$ cat src/rtl/nib_port_pkg.sv
package nib_port_pkg;

    typedef enum logic [1:0] {
        NM_IN   = 2'b00,
        NM_OUT  = 2'b01,
        NM_ADDR = 2'b10,
        NM_RSV  = 2'b11
    } nib_mode_e;

    localparam logic [1:0] SEL_DATA = 2'd0;
    localparam logic [1:0] SEL_MODE = 2'd1;
    localparam logic [1:0] SEL_CTRL = 2'd2;

    typedef enum logic [1:0] {
        HS_IDLE,
        HS_OUT_WAIT,
        HS_IN_HELD,
        HS_IN_REL
    } hs_state_e;

endpackage

$ cat src/rtl/nib_port_cfg.sv
module nib_port_cfg
    import nib_port_pkg::*;
#(
    parameter int NIB_W   = 4,
    parameter int NUM_NIB = 2
) (
    input  logic                            clk,
    input  logic                            rst_n,
    input  logic                            boot_ext,
    input  logic                            wr_en,
    input  logic [1:0]                      reg_sel,
    input  logic [NIB_W*NUM_NIB-1:0]        wr_data,
    output logic [NUM_NIB-1:0][1:0]         mode_o,
    output logic                            od_o,
    output logic                            hs_en_o,
    output logic                            ext_o,
    output logic [NIB_W*NUM_NIB-1:0]        latch_o
);
    localparam int W      = NIB_W * NUM_NIB;
    localparam int MF_W   = 2 * NUM_NIB;
    localparam int OD_BIT = MF_W;
    localparam int HS_BIT = MF_W + 1;

    typedef struct packed {
        logic [NUM_NIB-1:0][1:0] mode;
        logic                    od;
        logic                    hs;
        logic                    ext;
        logic [W-1:0]            latch;
    } cfg_t;

    cfg_t cfg_d, cfg_q, cfg_rst;
    logic mode_ok;
    logic [NUM_NIB-1:0][1:0] new_mode;

    always_comb begin
        new_mode = wr_data[MF_W-1:0];
        mode_ok  = 1'b1;
        if (wr_data[HS_BIT]) begin
            if (new_mode[NUM_NIB-1][1]) mode_ok = 1'b0;
            for (int i = 0; i < NUM_NIB; i++) begin
                if (new_mode[i] != new_mode[NUM_NIB-1]) mode_ok = 1'b0;
            end
        end
    end

    always_comb begin
        cfg_rst       = '0;
        cfg_rst.ext   = boot_ext;
        for (int i = 0; i < NUM_NIB; i++) begin
            cfg_rst.mode[i] = boot_ext ? NM_ADDR : NM_IN;
        end

        cfg_d = cfg_q;
        if (wr_en) begin
            case (reg_sel)
                SEL_DATA: cfg_d.latch = wr_data;
                SEL_MODE: begin
                    if (mode_ok) begin
                        cfg_d.mode = new_mode;
                        cfg_d.od   = wr_data[OD_BIT];
                        cfg_d.hs   = wr_data[HS_BIT];
                    end
                end
                SEL_CTRL: cfg_d.ext = wr_data[0];
                default: ;
            endcase
        end
    end

    always_ff @(posedge clk) begin
        if (!rst_n) cfg_q <= cfg_rst;
        else        cfg_q <= cfg_d;
    end

    assign mode_o  = cfg_q.mode;
    assign od_o    = cfg_q.od;
    assign hs_en_o = cfg_q.hs;
    assign ext_o   = cfg_q.ext;
    assign latch_o = cfg_q.latch;

    logic modes_same;
    always_comb begin
        modes_same = !cfg_q.mode[NUM_NIB-1][1];
        for (int i = 0; i < NUM_NIB; i++) begin
            if (cfg_q.mode[i] != cfg_q.mode[NUM_NIB-1]) modes_same = 1'b0;
        end
    end

    AST_HS_DIR_MATCH: assert property (@(posedge clk) disable iff (!rst_n)
        cfg_q.hs |-> modes_same);

    AST_EXT_SW_CLEAR: assert property (@(posedge clk) disable iff (!rst_n)
        $fell(cfg_q.ext) |-> $past(wr_en && reg_sel == SEL_CTRL));

endmodule

$ cat src/rtl/nib_port_hs.sv
module nib_port_hs
    import nib_port_pkg::*;
#(
    parameter int W = 8
) (
    input  logic         clk,
    input  logic         rst_n,
    input  logic         hs_en,
    input  logic         dir_out,
    input  logic         data_wr,
    input  logic         data_rd,
    input  logic         dav_n_i,
    input  logic         rdy_i,
    input  logic [W-1:0] pad_in,
    output logic         dav_n_o,
    output logic         rdy_o,
    output logic         done_o,
    output logic [W-1:0] cap_o
);
    typedef struct packed {
        hs_state_e    st;
        logic         done;
        logic [W-1:0] cap;
    } hs_t;

    hs_t hs_d, hs_q;

    always_comb begin
        hs_d = hs_q;
        if (!hs_en) begin
            hs_d.st = HS_IDLE;
        end else begin
            case (hs_q.st)
                HS_IDLE: begin
                    if (dir_out) begin
                        if (data_wr) begin
                            hs_d.st   = HS_OUT_WAIT;
                            hs_d.done = 1'b0;
                        end
                    end else if (!dav_n_i) begin
                        hs_d.cap = pad_in;
                        hs_d.st  = HS_IN_HELD;
                    end
                end
                HS_OUT_WAIT: begin
                    if (!rdy_i) begin
                        hs_d.st   = HS_IDLE;
                        hs_d.done = 1'b1;
                    end else if (data_wr) begin
                        hs_d.done = 1'b0;
                    end
                end
                HS_IN_HELD: if (data_rd) hs_d.st = HS_IN_REL;
                HS_IN_REL:  if (dav_n_i) hs_d.st = HS_IDLE;
                default:    hs_d.st = HS_IDLE;
            endcase
        end
    end

    always_ff @(posedge clk) begin
        if (!rst_n) hs_q <= '{st: HS_IDLE, done: 1'b0, cap: '0};
        else        hs_q <= hs_d;
    end

    assign dav_n_o = (hs_q.st != HS_OUT_WAIT);
    assign rdy_o   = (hs_q.st != HS_IN_HELD);
    assign done_o  = hs_q.done;
    assign cap_o   = hs_q.cap;

    AST_DAV_RELEASE: assert property (@(posedge clk) disable iff (!rst_n)
        (!dav_n_o && hs_en && !rdy_i) |=> (dav_n_o && done_o));

    AST_RDY_HOLD: assert property (@(posedge clk) disable iff (!rst_n)
        (!rdy_o && hs_en && !data_rd) |=> !rdy_o);

    AST_NO_RECAPTURE: assert property (@(posedge clk) disable iff (!rst_n)
        (hs_q.st == HS_IN_REL && !dav_n_i) |=> $stable(cap_o));

endmodule

$ cat src/rtl/nib_port_pad.sv
module nib_port_pad
    import nib_port_pkg::*;
#(
    parameter int NIB_W = 4
) (
    input  logic [1:0]       mode,
    input  logic             od_en,
    input  logic             flt,
    input  logic [NIB_W-1:0] latch,
    input  logic [NIB_W-1:0] addr,
    output logic [NIB_W-1:0] out,
    output logic [NIB_W-1:0] oe,
    output logic [NIB_W-1:0] od
);
    always_comb begin
        out = latch;
        oe  = '0;
        od  = '0;
        case (mode)
            NM_OUT: begin
                oe = od_en ? ~latch : '1;
                od = {NIB_W{od_en}};
            end
            NM_ADDR: begin
                out = addr;
                oe  = flt ? '0 : '1;
            end
            default: ;
        endcase
    end
endmodule

$ cat src/rtl/nib_port.sv
module nib_port
    import nib_port_pkg::*;
#(
    parameter int NIB_W   = 4,
    parameter int NUM_NIB = 2
) (
    input  logic                     clk,
    input  logic                     rst_n,
    input  logic                     boot_ext,
    input  logic                     wr_en,
    input  logic                     rd_en,
    input  logic [1:0]               reg_sel,
    input  logic [NIB_W*NUM_NIB-1:0] wr_data,
    output logic [NIB_W*NUM_NIB-1:0] rd_data,
    input  logic [NIB_W*NUM_NIB-1:0] addr_hi,
    input  logic                     bus_float,
    input  logic [NIB_W*NUM_NIB-1:0] pad_in,
    output logic [NIB_W*NUM_NIB-1:0] pad_out,
    output logic [NIB_W*NUM_NIB-1:0] pad_oe,
    output logic [NIB_W*NUM_NIB-1:0] pad_od,
    output logic                     ext_timing,
    input  logic                     hs_dav_n_i,
    output logic                     hs_dav_n_o,
    output logic                     hs_dav_oe,
    input  logic                     hs_rdy_i,
    output logic                     hs_rdy_o,
    output logic                     hs_rdy_oe
);
    localparam int W      = NIB_W * NUM_NIB;
    localparam int MF_W   = 2 * NUM_NIB;
    localparam int OD_BIT = MF_W;
    localparam int HS_BIT = MF_W + 1;

    logic [NUM_NIB-1:0][1:0] mode;
    logic                    od_en, hs_en, done, dir_out;
    logic [W-1:0]            latch, cap;
    logic                    data_wr, data_rd;

    typedef struct packed {
        logic [W-1:0] pins;
    } smp_t;

    smp_t smp_d, smp_q;

    assign data_wr = wr_en && (reg_sel == SEL_DATA);
    assign data_rd = rd_en && (reg_sel == SEL_DATA);
    assign dir_out = (mode[NUM_NIB-1] == NM_OUT);

    nib_port_cfg #(.NIB_W(NIB_W), .NUM_NIB(NUM_NIB)) u_cfg (
        .clk      (clk),
        .rst_n    (rst_n),
        .boot_ext (boot_ext),
        .wr_en    (wr_en),
        .reg_sel  (reg_sel),
        .wr_data  (wr_data),
        .mode_o   (mode),
        .od_o     (od_en),
        .hs_en_o  (hs_en),
        .ext_o    (ext_timing),
        .latch_o  (latch)
    );

    nib_port_hs #(.W(W)) u_hs (
        .clk      (clk),
        .rst_n    (rst_n),
        .hs_en    (hs_en),
        .dir_out  (dir_out),
        .data_wr  (data_wr),
        .data_rd  (data_rd),
        .dav_n_i  (hs_dav_n_i),
        .rdy_i    (hs_rdy_i),
        .pad_in   (pad_in),
        .dav_n_o  (hs_dav_n_o),
        .rdy_o    (hs_rdy_o),
        .done_o   (done),
        .cap_o    (cap)
    );

    assign hs_dav_oe = hs_en && dir_out;
    assign hs_rdy_oe = hs_en && !dir_out;

    for (genvar g = 0; g < NUM_NIB; g++) begin : g_nib
        nib_port_pad #(.NIB_W(NIB_W)) u_pad (
            .mode  (mode[g]),
            .od_en (od_en),
            .flt   (bus_float),
            .latch (latch[g*NIB_W +: NIB_W]),
            .addr  (addr_hi[g*NIB_W +: NIB_W]),
            .out   (pad_out[g*NIB_W +: NIB_W]),
            .oe    (pad_oe[g*NIB_W +: NIB_W]),
            .od    (pad_od[g*NIB_W +: NIB_W])
        );

        AST_FLOAT_HIZ: assert property (@(posedge clk) disable iff (!rst_n)
            (bus_float && mode[g] == NM_ADDR) |-> (pad_oe[g*NIB_W +: NIB_W] == '0));

        AST_OD_NO_HIGH: assert property (@(posedge clk) disable iff (!rst_n)
            (od_en && mode[g] == NM_OUT) |->
            ((pad_oe[g*NIB_W +: NIB_W] & pad_out[g*NIB_W +: NIB_W]) == '0));
    end

    always_comb begin
        smp_d.pins = pad_in;
    end

    always_ff @(posedge clk) begin
        if (!rst_n) smp_q <= '0;
        else        smp_q <= smp_d;
    end

    always_comb begin
        rd_data = '0;
        if (rd_en) begin
            case (reg_sel)
                SEL_DATA: begin
                    for (int i = 0; i < NUM_NIB; i++) begin
                        if (mode[i] == NM_OUT)
                            rd_data[i*NIB_W +: NIB_W] = latch[i*NIB_W +: NIB_W];
                        else if (hs_en)
                            rd_data[i*NIB_W +: NIB_W] = cap[i*NIB_W +: NIB_W];
                        else
                            rd_data[i*NIB_W +: NIB_W] = smp_q.pins[i*NIB_W +: NIB_W];
                    end
                end
                SEL_MODE: begin
                    rd_data[MF_W-1:0] = mode;
                    rd_data[OD_BIT]   = od_en;
                    rd_data[HS_BIT]   = hs_en;
                end
                SEL_CTRL: begin
                    rd_data[0] = ext_timing;
                    rd_data[1] = done;
                end
                default: ;
            endcase
        end
    end

    AST_ADDR_SOURCE: assert property (@(posedge clk) disable iff (!rst_n)
        (mode[0] == NM_ADDR) |-> (pad_out[NIB_W-1:0] == addr_hi[NIB_W-1:0]));

endmodule

$ cat config.mk
export PLATFORM = sky130hd
export DESIGN_NAME = nib_port
export DESIGN_NICKNAME = d
export VERILOG_FILES = /design/src/rtl/nib_port_pkg.sv /design/src/rtl/nib_port_cfg.sv /design/src/rtl/nib_port_hs.sv /design/src/rtl/nib_port_pad.sv /design/src/rtl/nib_port.sv
export SDC_FILE = /design/constraint.sdc
export NUM_CORES = 1
export LEC_CHECK = 0
export ABC_AREA = 1
export BUFFER_PORTS_ARGS = -buffer_cell sky130_fd_sc_hd__buf_2
export CAP_MARGIN = 20
export CORE_MARGIN = 8
export CORE_UTILIZATION = 50
export CTS_CLUSTER_DIAMETER = 40
export DETAILED_ROUTE_END_ITERATION = 8
export MAX_ROUTING_LAYER = met4
export PLACE_DENSITY = 0.8
export SLEW_MARGIN = 15
export SYNTH_ARGS = -nofsm -noshare
export SYNTH_HDL_FRONTEND = slang
export SYNTH_SLANG_ARGS = --single-unit
$ cat constraint.sdc
create_clock -name clk -period 2.5 [get_ports clk]
set_clock_uncertainty 0.1 [all_clocks]
set_input_delay 0.25 -clock clk [delete_from_list [all_inputs] [get_ports clk]]
set_output_delay 0.25 -clock clk [all_outputs]
set_load 0.005 [all_outputs]
# After elaboration in Yosys (flattened, before gate mapping)
# Index checks and enable logic that the tools add are counted.
# totals
ff_bits	34
elab_cells	92
memories	0
rom_bits	0
ram_bits	0
in_bits	34
out_inout_bits	37
latchBits	0
# op_classes
reduce_logical	16
mux	38
n_addsub	0
n_lt_le_gt_ge	0
multipliers	0
bitwise_logic	4
eq_ne	24
n_shift	0
n_div	0
# op_table
cell	n
$mux 4	11
$mux 15	2
$pmux 4 s2	3
$mux 8	2
$mux 2	7
$mux 6	2
$ne 2x2->1 const B	6
$eq 2x2->1 const B	5
$ne 2x1->1 const B	5
$reduce_and 5->1	2
$ne 3x3->1 const B	3
$eq 2x1->1 const B	4
$not 4->4	2
$pmux 2 s4	1
$mux 1	7
$pmux 2 s3	1
$reduce_and 2->1	3
$reduce_and 3->1	2
$logic_and 1x1->1	4
$logic_not 2->1	2
$reduce_and 4->1	1
$mux 3	1
$ne 2x2->1	1
$not 1->1	2
3 further kinds	3

# Depth between registers and ports, before layout
# Gate-level depths: netlist of run 1.
# logic_depth
word_depth	7
ltp_mapped	10
ltp_nobuf	9

# By module
# From an unflattened synthesis of run 1, not the netlist that was laid out.
# unflattened
hier_cells	357
area_unflattened_um2	2383.5
# modules_own_cells
mod	instances	cells_per_inst	seq_area_each_um2	area_each_um2
nib_port_hs	1	96	220.2	700.7
nib_port_cfg	1	72	350.3	683.2
nib_port	1	117	160.2	629.4
nib_port_pad	2	36	0.0	185.2

# Least setup slack after synthesis of run 1
# Ideal clock, no wire load.
# synth_timing
kind	register -> register
startpoint	register u_cfg.cfg_q (netlist bit u_cfg.mode_o[2])
endpoint	register u_hs.hs_q (netlist bit u_hs.cap_o[5])
setup_slack_ns	0.981
required_time_ns	2.281
t_arrival_ns	1.300
synth_period_minus_slack_ns	1.519
setup_time_ns	0.119
n_path_buf	2
path_stages_with_launch	8
path_cell_list	edfxtp_1 -> ha_1 -> buf_6 -> nor2_4 -> nand3_2 -> buf_4 -> o21ai_0 -> a21oi_1
# synth_via
elab_chain_cells	3
# synth_lines
element	line	rtl
from (decl)	nib_port_cfg.sv:32	cfg_t cfg_d, cfg_q, cfg_rst;
from (signal assigned)	nib_port_cfg.sv:72	if (!rst_n) cfg_q <= cfg_rst;
from (signal assigned)	nib_port_cfg.sv:73	else cfg_q <= cfg_d;
$eq 2x1->1	nib_port.sv:47	assign dir_out = (mode[NUM_NIB-1] == NM_OUT);
$not 1->1 (no line)	-	
$reduce_and 4->1 (no line)	-	
to (signal assigned)	nib_port_hs.sv:61	if (!rst_n) hs_q <= '{st: HS_IDLE, done: 1'b0, cap: '0};
to (signal assigned)	nib_port_hs.sv:62	else hs_q <= hs_d;
to (decl)	nib_port_hs.sv:26	hs_t hs_d, hs_q;
# No other way between the ends.
# A chain may end at the register's enable or synchronous reset.

# Final worst setup path of run 1
# layout_timing
startpoint	register u_cfg.cfg_q (netlist bit u_cfg.mode_o[3])
endpoint	output port pad_oe[4]
# layout_via
elab_chain_cells	2
elab_cells_between_ends	3
cone_classes	eq/ne: 2; mux: 1
# layout_lines
element	line	rtl
$eq 2x2->1 / $eq 2x1->1 (equally long branches)	nib_port_pad.sv:19	case (mode)
$pmux 4 s2 *	nib_port_pad.sv:19	
to (decl)	nib_port.sv:19	output logic [NIB_W*NUM_NIB-1:0] pad_oe,
# Every way passes the cells marked *; elsewhere a longest branch is shown, timed or not.

==> results of run 1 <==
[per-layer routing]
metal  GRT usage [%]  routed length [um]  vias up
met5               -                   0        -
met4            6.11                  69        0
met3            4.21                 367        7
met2            27.0                2460       65
met1            21.7                2380      883
li1                -                   -     1038
[worst min-delay path, cell delays in order]
cell and delay (ps):
buf_2 80, nand2_1 40, inv_1 40
[where the power goes]
part,switching [mW],internal (mW)
logic,0.149,0.0984
clock network,0.208,0.359
registers,0.0106,0.579
total,0.368,1.04
[metrics by stage]
| stage | setup WS, ps | hold slack [ps] | cell area [um2] | util (%) |
|---|---|---|---|---|
| 6_report | 266 | 51.6 | 2410 | 64.8 |
| 5_1_grt | 93.7 | 53.3 | 2410 | 64.8 |
| 4_1_cts | 274 | 48.3 | 2410 | 64.8 |
| 3_5_place_dp | 593 | 338 | 2280 | 61.3 |
| 3_3_place_gp | 686 | 335 | 2280 | 61.3 |
| 2_1_floorplan | 981 | 243 | 1960 | - |
[worst max-delay path by stage]
stage,to,slack [ps],depth (start not counted)
2_1_floorplan,u_hs.cap_o[5],980,7
3_3_place_gp,pad_oe[4],690,7
3_5_place_dp,pad_oe[4],590,7
4_1_cts,pad_oe[4],270,7
5_1_grt,pad_oe[4],90,7
6_report,pad_oe[4],270,7
[state kept, by name, indices dropped and copies added, names as in the netlist]
signal,count
u_cfg.latch_o,8
smp_q,8
u_cfg.ext_o,1
u_hs.hs_q,2
u_cfg.od_o,1
u_hs.done_o,1
u_cfg.mode_o,4
u_hs.cap_o,8
u_cfg.hs_en_o,1
[cells by family after synthesis]
group,after synthesis,share of synthesized area (%)
AOI/OAI and AO/OA,81,22.2
buffers and inverters,68,15.2
and+or+nand+nor,99,22.8
adders and majority gates,4,2.55
DFF,34,37.2
[synthesized netlist by cell type]
| library cell | count | area [um2] |
|---|---|---|
| o211ai_1 | 1 | 7.51 |
| nor2_8 | 1 | 20.0 |
| a21oi_2 | 1 | 8.76 |
| o21ai_1 | 2 | 10.0 |
| nor3_1 | 2 | 10.0 |
| nand2_4 | 1 | 11.3 |
| o31ai_1 | 2 | 15.0 |
| nand3_1 | 16 | 80.1 |
| inv_2 | 2 | 7.51 |
| a21oi_4 | 1 | 16.3 |
| edfxtp_1 | 5 | 150 |
| buf_6 | 2 | 22.5 |
| nor2_2 | 2 | 12.5 |
| a21oi_1 | 39 | 195 |
| nand2_2 | 2 | 12.5 |
| buf_2 | 2 | 10.0 |
| nor2_4 | 1 | 11.3 |
| inv_1 | 50 | 188 |
| buf_1 | 1 | 3.75 |
| o21ai_0 | 31 | 155 |
| clkbuf_1 | 4 | 15.0 |
| a31oi_1 | 2 | 12.5 |
| nor2_1 | 10 | 37.5 |
| buf_4 | 7 | 52.6 |
| ha_1 | 4 | 50.1 |
| nand3_2 | 2 | 20.0 |
| dfxtp_1 | 29 | 581 |
| a211oi_1 | 2 | 15.0 |
| nand2_1 | 62 | 233 |
[final cells by class]
type                    instances  area (um2)  area share, %
multi-input cells             184         933           38.7
flip-flops and latches         34         731           30.3
repair buffers                 71         358           14.8
inverters                      52         195           8.10
clock buffers                   6        93.8           3.89
well taps                      48        60.1           2.49
clock inverters                 2        38.8           1.61
[cell usage in the layout (no fill, tap or decap), types with 4 or more instances in the layout]
cell type  synthesis  routed
nor2_1            10      10
a21oi_1           39      39
clkbuf_8           0       5
edfxtp_1           5       5
nand2_1           62      62
o21ai_0           31      31
dfxtp_1           29      29
nand3_1           16      16
ha_1               4       4
inv_1             50      50
buf_2              2      70
==> run summary, run 1 <==
status: complete, no violations
Startpoint Class: register
clock latency on the worst-skew pair: 280 ps
final hold vios: 0
CP Max Fanout: 10
overall power: 1.40 mW
first-pass GRT wire length: 8.70 mm
GP Congestion: 0.894
Synth Cell Area: 1960 um2
mean post-synth cell area: 6.86 um2
register area share after synthesis: 37.2%
most used cell, CP: inv_1
worst reg-to-reg path cell count: 9
Max Cap Viol: 0
Setup Fix Bufs, Post-CTS: 0
Worst-path clk slew: 70 ps
Post-route DRC: 0
share of layout cells above drive strength 1: 26.4%
CP max stage delay: 430 ps
post-layout min period: 2230 ps
Slew Limit Fails: 0
r2r endpoint: u_hs.hs_q[10]
GRT Total Usage: 17.5%
nets: 386
die width: 78.7 um
Cells after Synth: 286
Distinct cells, synth: 29
vias per cell: 5.02
Min-Delay Endpoint: smp_q[3]
DR iter-0 viols: 145
pin count of the biggest net entering global routing: 32
peak supply drop: 0.418 mV
Critical Path Sink Type: output port
Max Root-Sink Buffers: 2
DR vias: 1,993
vias in the first global route: 1,868
setup slack, reg-to-reg: 740 ps
antenna diode count: 0
grt total ovfl: 0
clk sinks: 34
slew of the pin with the lowest slew margin: 466 ps
Cell Count, Final, Fillers Out: 397
Syn Nets: 324
TritonCTS clock tree: yes
CP arrival: 1880 ps
Hold Path Class: in -> reg
H-tree Lvls: 2
worst-path cell chain: inv_1, ha_1, inv_2, o21ai_0, inv_1, a21oi_1, buf_2
critical path startpoint: u_cfg.mode_o[3]
slowest cell on the critical path: edfxtp_1
Routed Antenna Nets: 0
CP Buf/Inv Count: 4
Syn. warnings: 0
worst r2r src: u_cfg.mode_o[3]
drt total wl: 5.28 mm
drt wl/cell: 13.3 um
post_cts resized: 0
Post-DP HPWL: 4.19 mm
DIE HEIGHT: 78.7 um
IO Count: 71
WS Path Type: reg -> out
setup repair after global routing missed its margin: false
initial antenna violation count: 0
Starting Density: 52.8%
final worst path period share: 89.4%
setup violators final: 0
Worst EP required: 2150 ps
Hold Crit Depth: 3
die area: 6190 um2
Hold-fix buffers, CTS: 0
Rows: 22
root buffer cell: clkbuf_8
area grow syn2layout: 22.8%
relative slew slack: 68.9%
Fmax: 0.448 GHz
CTS Buf Count: 5
P_leak: 1.22 nW
IO buf count: 70
Yosys reg bits: 34
power per standard cell area: 583 nW/um2
placed cell count: 389
delay-heaviest family, CP: buffers and inverters
drt pass-1 iters: 4
Fill cells: 357
Core Region: 3720 um2
Fin Setup TNS: 0 ps
min-delay src: pad_in[3]
No activity file was read; power rests on OpenSTA's default activity.
==> run 2: changes to the inputs <==
==> constraint.sdc (replaced) <==
create_clock -name clk -period 2.7 [get_ports clk]
set_clock_uncertainty 0.1 [all_clocks]
set_input_delay 0.27 -clock clk [delete_from_list [all_inputs] [get_ports clk]]
set_output_delay 0.27 -clock clk [all_outputs]
set_load 0.005 [all_outputs]
==> run summary, run 2 (same netlist as run 1, synthesis figures left out) <==
status: complete, no violations
grt total ovfl: 0
final worst path period share: 84.4%
relative slew slack: 67.0%
power per standard cell area: 542 nW/um2
placed instance area: 2280 um2
Highest Signal Layer: met4
setup violators final: 0
Worst EP required: 2330 ps
CTS Buf Count: 5
Core Region: 3720 um2
final hold vios: 0
post_cts resized: 0
slew of the pin with the lowest slew margin: 496 ps
P_leak: 1.22 nW
antenna diode count: 0
Hold-fix buffers, CTS: 0
metal2 WL: 2.56 mm
post-layout min period: 2280 ps
Critical Path Sink Type: output port
Post-route DRC: 0
Hold Path Class: in -> reg
DIE HEIGHT: 78.7 um
CP arrival: 1910 ps
DR vias: 2,002
Post-DP HPWL: 4.16 mm
root buffer cell: clkbuf_8
share of layout cells above drive strength 1: 26.4%
wire length on met1: 2.29 mm
drt pass-1 iters: 4
Startpoint Class: register
GP Congestion: 0.894
vias in the first global route: 1,907
vias per cell: 5.04
die width: 78.7 um
Fill cells: 349
DR iter-0 viols: 168
IO buf count: 70
WS Path Type: reg -> out
drt total wl: 5.42 mm
Slew Limit Fails: 0
most frequent cells in the layout: 70 x buf_2, 62 x nand2_1, 50 x inv_1
CP Max Fanout: 10
IO Count: 71
area grow syn2layout: 22.8%
Routed Antenna Nets: 0
Fin Setup TNS: 0 ps
H-tree Lvls: 2
peak supply drop: 0.386 mV
Fmax: 0.439 GHz
drt wl/cell: 13.7 um
die area: 6190 um2
pin count of the biggest net entering global routing: 32
Starting Density: 52.8%
Worst-path clk slew: 70 ps
setup repair after global routing missed its margin: false
initial antenna violation count: 0
first-pass GRT wire length: 8.98 mm
Rows: 22
Max Cap Viol: 0
clock latency on the worst-skew pair: 290 ps
most common cell after layout, fill and taps aside: buf_2
Setup Fix Bufs, Post-CTS: 0
clk sinks: 34
design area: 2410 um2
TritonCTS clock tree: yes
nets: 386
DR WL met3: 494 um
GRT Total Usage: 18.3%
Max Root-Sink Buffers: 2
[run 2: stage by stage]
stage / hold slack (ps) / worst slack [ps] / std cells / power (mW) / util, %
2_1_floorplan: 263 / 1170 / 286 / 0.691 / -
3_5_place_dp: 338 / 756 / 389 / 0.785 / 61.3
5_1_grt: 63.3 / 247 / 397 / 1.37 / 64.8
4_1_cts: 65.3 / 439 / 397 / 1.31 / 64.8
3_3_place_gp: 335 / 866 / 389 / 0.782 / 61.3
6_report: 66.0 / 422 / 397 / 1.31 / 64.8
[run 2: critical path, stage by stage (launching register included)]
cell and delay (ps):
edfxtp_1 430, inv_1 80, ha_1 400, inv_2 160
o21ai_0 170, inv_1 90, a21oi_1 150, buf_2 140
[run 2: cell type report]
type | count | area (um2) | area share [%]
Inverter | 52 | 195 | 8.10
Tap cell | 48 | 60.1 | 2.49
Clock inverter | 2 | 38.8 | 1.61
Sequential cell | 34 | 731 | 30.3
Clock buffer | 6 | 93.8 | 3.89
Multi-Input combinational cell | 184 | 933 | 38.7
Timing Repair Buffer | 71 | 358 | 14.8
[run 2: power by group]
| group | internal [mW] | switching [mW] |
|---|---|---|
| Combinational | 0.0910 | 0.138 |
| Sequential | 0.536 | 0.00974 |
| Clock | 0.333 | 0.199 |
[run 2: worst paths after layout]
kind	start	to	slack, ps	cells after the start
worst max register to register	u_cfg.mode_o[3]	u_hs.hs_q[10]	950	7
worst min-delay path	pad_in[3]	smp_q[3]	70	3
worst max-delay path	u_cfg.mode_o[3]	pad_oe[4]	420	7
worst min register to register	u_hs.cap_o[1]	u_hs.cap_o[1]	350	2
[run 2: metal layers]
metal,vias to the layer above,global-route usage [%]
li1,1036,-
met1,880,22.4
met2,80,28.3
met3,6,4.10
met4,0,7.59
met5,-,-
